### config.mk
export PLATFORM = sky130hd
export DESIGN_NAME = nibble_alu
export DESIGN_NICKNAME = d
export VERILOG_FILES = /design/src/rtl/nalu_pkg.sv /design/src/rtl/nalu_arith.sv /design/src/rtl/nalu_logic.sv /design/src/rtl/nalu_outsel.sv /design/src/rtl/nibble_alu.sv
export SDC_FILE = /design/constraint.sdc
export NUM_CORES = 1
export LEC_CHECK = 0
export BUFFER_PORTS_ARGS = -buffer_cell sky130_fd_sc_hd__buf_2
export CAP_MARGIN = 20
export CORE_MARGIN = 2
export CORE_UTILIZATION = 51
export DETAILED_ROUTE_END_ITERATION = 8
export PLACE_DENSITY = 0.78
export RECOVER_POWER = 100
export SLEW_MARGIN = 5
export SYNTH_ARGS = -nofsm -noshare
export SYNTH_HDL_FRONTEND = slang
export SYNTH_SLANG_ARGS = --single-unit
### constraint.sdc
create_clock -name vclk -period 2.1
set_input_delay 0.21 -clock vclk [all_inputs]
set_output_delay 0.21 -clock vclk [all_outputs]
set_load 0.01 [all_outputs]
### src/rtl/nalu_pkg.sv
package nalu_pkg;
   localparam int OP_W = 2;

   typedef enum logic [OP_W-1:0] {
      AR_ADD = 2'd0,
      AR_SUB = 2'd1,
      AR_ROL = 2'd2,
      AR_ROR = 2'd3
   } arith_op_e;

   typedef enum logic [OP_W-1:0] {
      LG_AND  = 2'd0,
      LG_OR   = 2'd1,
      LG_XOR  = 2'd2,
      LG_XNOR = 2'd3
   } logic_op_e;
endpackage

### src/rtl/nalu_arith.sv
module nalu_arith #(
   parameter int WIDTH = 4
) (
   input  logic [WIDTH-1:0]    a,
   input  logic [WIDTH-1:0]    b,
   input  nalu_pkg::arith_op_e op,
   output logic [WIDTH-1:0]    res
);
   import nalu_pkg::*;

   logic [WIDTH-1:0] sum_w, dif_w, rol_w, ror_w;

   assign sum_w = a + b;
   assign dif_w = a - b;
   assign rol_w = {a[WIDTH-2:0], a[WIDTH-1]};
   assign ror_w = {a[0], a[WIDTH-1:1]};

   always_comb begin
      case (op)
         AR_ADD:  res = sum_w;
         AR_SUB:  res = dif_w;
         AR_ROL:  res = rol_w;
         default: res = ror_w;
      endcase
   end

   always_comb begin
      if (op == AR_ADD) begin
         p_add_undo_r2: assert ((res - b) == a);
      end
      if (op == AR_SUB) begin
         p_sub_undo_r3: assert ((res + b) == a);
      end
      if (op == AR_ROL) begin
         p_rol_wrap_r4: assert (res[0] == a[WIDTH-1] && $countones(res) == $countones(a));
      end
      if (op == AR_ROR) begin
         p_ror_wrap_r5: assert (res[WIDTH-1] == a[0] && $countones(res) == $countones(a));
      end
   end
endmodule

### src/rtl/nalu_logic.sv
module nalu_logic #(
   parameter int WIDTH = 4
) (
   input  logic [WIDTH-1:0]    a,
   input  logic [WIDTH-1:0]    b,
   input  nalu_pkg::logic_op_e op,
   output logic [WIDTH-1:0]    res
);
   import nalu_pkg::*;

   for (genvar i = 0; i < WIDTH; i++) begin : g_bit
      always_comb begin
         case (op)
            LG_AND:  res[i] = a[i] & b[i];
            LG_OR:   res[i] = a[i] | b[i];
            LG_XOR:  res[i] = a[i] ^ b[i];
            default: res[i] = ~(a[i] ^ b[i]);
         endcase
      end
   end

   always_comb begin
      if (op == LG_AND) begin
         p_and_subset_r6: assert ((res & ~a) == '0 && (res & ~b) == '0);
      end
      if (op == LG_OR) begin
         p_or_superset_r6: assert ((a & ~res) == '0 && (b & ~res) == '0);
      end
      if (op == LG_XOR) begin
         p_xor_zero_r7: assert ($countones(res ^ a ^ b) == 0);
      end
      if (op == LG_XNOR) begin
         p_xnor_ones_r7: assert ($countones(res ^ a ^ b) == WIDTH);
      end
   end
endmodule

### src/rtl/nalu_outsel.sv
module nalu_outsel #(
   parameter int WIDTH = 4
) (
   input  logic [WIDTH-1:0] arith_res,
   input  logic [WIDTH-1:0] logic_res,
   input  logic             pick_logic,
   input  logic             invert,
   output logic [WIDTH-1:0] y
);
   logic [WIDTH-1:0] chosen;

   assign chosen = pick_logic ? logic_res : arith_res;

   for (genvar i = 0; i < WIDTH; i++) begin : g_inv
      assign y[i] = chosen[i] ^ invert;
   end

   always_comb begin
      if (!pick_logic && !invert) begin
         p_pick_arith_r8: assert (y == arith_res);
      end
      if (pick_logic && !invert) begin
         p_pick_logic_r8: assert (y == logic_res);
      end
      if (!pick_logic && invert) begin
         p_inv_arith_r9: assert ($countones(y ^ arith_res) == WIDTH);
      end
      if (pick_logic && invert) begin
         p_inv_logic_r9: assert ($countones(y ^ logic_res) == WIDTH);
      end
   end
endmodule

### src/rtl/nibble_alu.sv
module nibble_alu #(
   parameter int WIDTH = 4
) (
   input  logic [WIDTH-1:0] a_in,
   input  logic [WIDTH-1:0] b_in,
   input  logic [1:0]       arith_op,
   input  logic [1:0]       logic_op,
   input  logic             pick_logic,
   input  logic             invert_out,
   output logic [WIDTH-1:0] y_out
);
   import nalu_pkg::*;

   if (WIDTH < 2) begin : g_bad_width
      $error("nibble_alu: WIDTH must be at least 2 for rotation");
   end

   logic [WIDTH-1:0] arith_res;
   logic [WIDTH-1:0] logic_res;

   nalu_arith #(.WIDTH(WIDTH)) u_arith (
      .a   (a_in),
      .b   (b_in),
      .op  (arith_op_e'(arith_op)),
      .res (arith_res)
   );

   nalu_logic #(.WIDTH(WIDTH)) u_logic (
      .a   (a_in),
      .b   (b_in),
      .op  (logic_op_e'(logic_op)),
      .res (logic_res)
   );

   nalu_outsel #(.WIDTH(WIDTH)) u_outsel (
      .arith_res  (arith_res),
      .logic_res  (logic_res),
      .pick_logic (pick_logic),
      .invert     (invert_out),
      .y          (y_out)
   );
endmodule

# --- Yosys cells after proc, flatten, opt, wreduce, memory -nomap -nowiden ---
# Cells that the tools add are included.
totals:
  ff_bits: 0
  input_bits: 14
  wordCells: 34
classes:
  addsub: 2
  n_eq_ne: 4
  n_mux: 6
  bitwise_logic: 20
  reduce_logical: 2
ops:
  columns: ["op", "n"]
  rows:
  - ["case mux 1 bit (3 select lines)", 4]
  - ["case mux 4 bit (3 select lines)", 1]
  - ["bitwise XOR 1 bit", 8]
  - ["adder 4 bit", 1]
  - ["AND 1 bit", 4]
  - ["equality test 2 x 1 -> 1 bit (second input constant)", 2]
  - ["equality test 2 bit (second input constant)", 2]
  - ["zero test 2 bit", 2]
  - ["2-to-1 mux 4 bit", 1]
  - ["NOT 1 bit", 4]
  - ["OR 1 bit", 4]
  - ["subtractor 4 bit", 1]

# --- Longest topological paths before layout ---
depth:
  depth_word: 5
  ltp_mapped: 11

# --- Hierarchy ---
# Synthesis repeated with hierarchy kept, for this count alone.
unflattened:
  hier_cells: 84
  hier_area_um2: 626.9
modules_own_cells:
  columns: ["module", "instances", "cells_per_inst", "area_each_um2", "seq_area_each_um2"]
  rows:
  - ["nalu_arith", 1, 37, 286.5, 0.0]
  - ["nalu_logic", 1, 37, 256.5, 0.0]
  - ["nalu_outsel", 1, 10, 83.8, 0.0]

# --- Worst setup path before layout ---
# No wires, ideal clock.
synth_timing:
  path_type: "in2out"
  from: "input arith_op[1]"
  to: "output y_out[3]"
  arrival_ps: 2069
  required_time_ps: 1890
  slack_ps: -179
  stages: 10
  n_path_buf: 1
  path_cell_list: "buf_4 nand2b_1 o21ai_0 inv_1 ha_1 and3b_1 a211o_1 a2111oi_0 nor4_1 nand2_1"
synth_via:
  elab_chain_cells: 4
  word_cells_on_any_way: 6
synth_lines:
  columns: ["element", "line_no", "source"]
  rows:
  - ["start: declaration", "nibble_alu.sv:6", "input logic [1:0] arith_op,"]
  - ["equality test 2 bit, or another cell as far along", null, null]
  - ["case mux 4 bit (3 select lines) *", "nalu_arith.sv:19", "case (op)"]
  - ["2-to-1 mux 4 bit *", "nalu_outsel.sv:12", "assign chosen = pick_logic ? logic_res : arith_res;"]
  - ["bitwise XOR 1 bit *", "nalu_outsel.sv:15", "assign y[i] = chosen[i] ^ invert;"]
  - ["end: declaration", "nibble_alu.sv:10", "output logic [WIDTH-1:0] y_out"]
# Mark *: on every way between the ends. The rest lies on a longest branch, timed or not.

# --- Worst setup path after layout ---
layout_timing:
  from: "input b_in[0]"
  to: "output y_out[3]"
layout_via:
  elab_chain_cells: 4
  word_cells_on_any_way: 5
layout_lines:
  columns: ["element", "line_no", "source"]
  rows:
  - ["start: declaration", "nibble_alu.sv:5", "input logic [WIDTH-1:0] b_in,"]
  - ["subtractor 4 bit / adder 4 bit (equally long branches)", "nalu_arith.sv:14, nalu_arith.sv:13", null]
  - ["case mux 4 bit (3 select lines) *", "nalu_arith.sv:19", null]
  - ["2-to-1 mux 4 bit *", "nalu_outsel.sv:12", null]
  - ["bitwise XOR 1 bit *", "nalu_outsel.sv:15", null]
# Marked as above.

==> summary.md <==
| Metric | Value |
|---|---|
| Ant diodes | 0 |
| Violated checks | negative setup slack |
| Leakage | 0.4470 nW |
| Fmax achieved | 0.4497 GHz |
| Via count | 709 |
| Antenna Violating Nets Remaining | 0 |
| Dpl cells | 131 |
| Routability cong. | 0.7752 |
| Final period util | 1.059 |
| Clock share of power | 0 |
| Post-DP HPWL | 1.338 mm |
| Register Area | 0 sq um |
| Pwr Total | 252.2 uW |
| Met3 wire len | 29 um |
| Net Sw Power | 132.2 uW |
| Internal power | 120.0 uW |
| CP delay by family, top | compound AO/OA/AOI/OAI gates |
| Core ar. | 1285 sq um |
| Status | complete, but fails checks |
| Area Growth Syn to Fin | 36.86% |
| Layout cells sized above 1 | 0.3675 |
| CP required | 1890 ps |
| Vias in the first global route | 623 |
| DRC viols | 0 |
| Worst hold start | invert_out |
| Total GRT Usage | 0.2175 |
| Total Wirelength | 1.578 mm |
| Max cap viols | 0 |
| Pin count of the biggest net entering global routing | 12 |
| Final hold slack | 898.9 ps |
| Fin util | 0.7303 |
| Worst-margin pin slew | 482.0 ps |
| Cell Area, Synth | 685.7 sq um |
| Number of sequential cells | 0 |
| Worst-path cell chain | buf_8 -> inv_4 -> ha_4 -> nand2_2 -> o21ai_2 -> inv_1 -> ha_1 -> and3b_1 -> a211o_1 -> a2111oi_2 -> nor4_1 -> nand2_1 -> buf_2 |
| Share of the yosys chip area belonging to registers | 0 |
| Critical Path Start | b_in[0] |
| M1 WL | 692 um |
| Die H | 40.67 um |
| Yosys warnings | 0 |
| Comb power frac | 1.000 |
| Fillcell total | 112 |
| Area of the multi-input gates | 694.4 sq um |
| Detailed router's first-iteration violation count | 6 |
| Final Non-Filler Cells | 132 |
| Syn Nets | 121 |
| Worst setup EP type | primary output |
| CP arrival | 2010 ps |
| First-pass GRT wire length | 2.504 mm |
| Grt ovf | 0 |
| Port buffer count | 18 |
| Final net count | 146 |
| Slew headroom | 0.6787 |
| Seq pwr share | 0 |
| Stages on worst setup path | 13 |
| PnR worst setup slack | -123.6 ps |
| Max-slew violations | 0 |
| Synth cell types | 29 |
| Clock Buffer Count | 0 |
| FP Rows | 13 |
| Mapped Cells | 94 |
| Sw Share | 0.5242 |
| Mean Syn Cell Area | 7.294 sq um |
| DR vias/cell | 5.371 |
| Critical path type | in -> out |
| CP startpoint kind | input pin |
| Peak supply drop | 0.0001339 V |
| Most frequent cells in the layout | 14 x buf_2, 11 x ha_1, 10 x buf_4, 8 x inv_1 |
| Worst Hold Class | in -> out |
| Worst path slowest cell | a211o_1 |
| Die extent in x | 40.67 um |
| Initial antenna violation count | 0 |
| Setup tns final | -123.6 ps |
| Final min period | 2224 ps |
| Most common cell after layout, fill and taps aside | buf_2 |
| Ports | 18 |
| Pwr per Cell Area | 268.8 nW/um^2 |
| DRT Pass-1 Iters | 4 |
| Largest stage delay on the critical path | 330 ps |
| Setup Viol. Count Final | 1 |
| Die area | 1654 sq um |
| Buf/Inv on CP | 4 |
| Worst Path Max Fanout | 2 |
| Worst setup path endpoint | y_out[3] |
| RSZ-0062 raised after global routing | true |
| Final Hold Vio Count | 0 |
| Starting Density | 0.5336 |
| WL met2 | 857 um |
| Max Used Layer | met3 |
| WL/cell | 11.95 um |
## Yosys cell counts (all sizes together), types with 3 or more instances
| library cell | number | share of area |
|---|---|---|
| inv | 10 | 0.055 |
| buf | 4 | 0.046 |
| mux2i | 5 | 0.073 |
| nand2 | 4 | 0.022 |
| xor2 | 4 | 0.051 |
| ha | 12 | 0.22 |
| nor2 | 9 | 0.053 |
| a211oi | 4 | 0.044 |
| a2111oi | 4 | 0.051 |
| o21ai | 4 | 0.029 |
| xnor2 | 7 | 0.089 |
| nand2b | 3 | 0.027 |
| a21oi | 8 | 0.058 |
## power by group through the flow
stage | logic (mW) | registers [mW] | clock network, mW
global route | 0.282 | 0 | 0
CTS | 0.244 | 0 | 0
floorplan | 0.155 | 0 | 0
finish | 0.252 | 0 | 0
detailed placement | 0.226 | 0 | 0
global placement | 0.218 | 0 | 0
## logic make-up after synthesis
group / Yosys count / share of synthesized area
AO/OA/AOI/OAI: 24 / 0.2427
XOR/XNOR: 11 / 0.1405
adder cells (fa/ha/maj): 13 / 0.2482
buffers and inverters: 15 / 0.1058
multiplexers: 5 / 0.07300
AND/OR/NAND/NOR: 26 / 0.1898
## metrics by stage
| step | worst slack, ps | area [sq um] |
|---|---|---|
| floorplan | -5.099 | 724.4 |
| global placement | -172.5 | 854.6 |
| detailed placement | -238.5 | 854.6 |
| CTS | -178.3 | 914.6 |
| global route | -259.4 | 938.4 |
| finish | -123.6 | 938.4 |
## how the worst min path moves through the flow
stage | end | slack, ps | cells past startpoint
6_report | y_out[2] | 900 | 4
5_1_grt | y_out[2] | 910 | 4
4_1_cts | y_out[2] | 900 | 4
3_5_place_dp | y_out[3] | 900 | 5
3_3_place_gp | y_out[3] | 890 | 5
2_1_floorplan | y_out[0] | 640 | 2
## metal layers
metal,global-route usage,vias to the layer above
met1,0.2692,323
met3,0,0
met5,0,-
met4,0.02500,0
li1,-,377
met2,0.4246,9
## repair_timing
item / CTS / global route
resized for setup: 14 / 4
buffers inserted: 1 / 0
pin swaps: 13 / 5
setup endpoints to repair: 2 / 3
hold buffers: 0 / 0
## worst min-delay path: cells and delay by family
kind,cells,cell delay [ps]
xor+xnor,1,80
buf+inv,3,400
## cell type report
type	instances	area share
repair buffers	27	0.1907
well taps	15	0.02000
inverters	11	0.04933
multi-input cells	79	0.7400
Note: power is estimated with default switching activity, not from simulation.
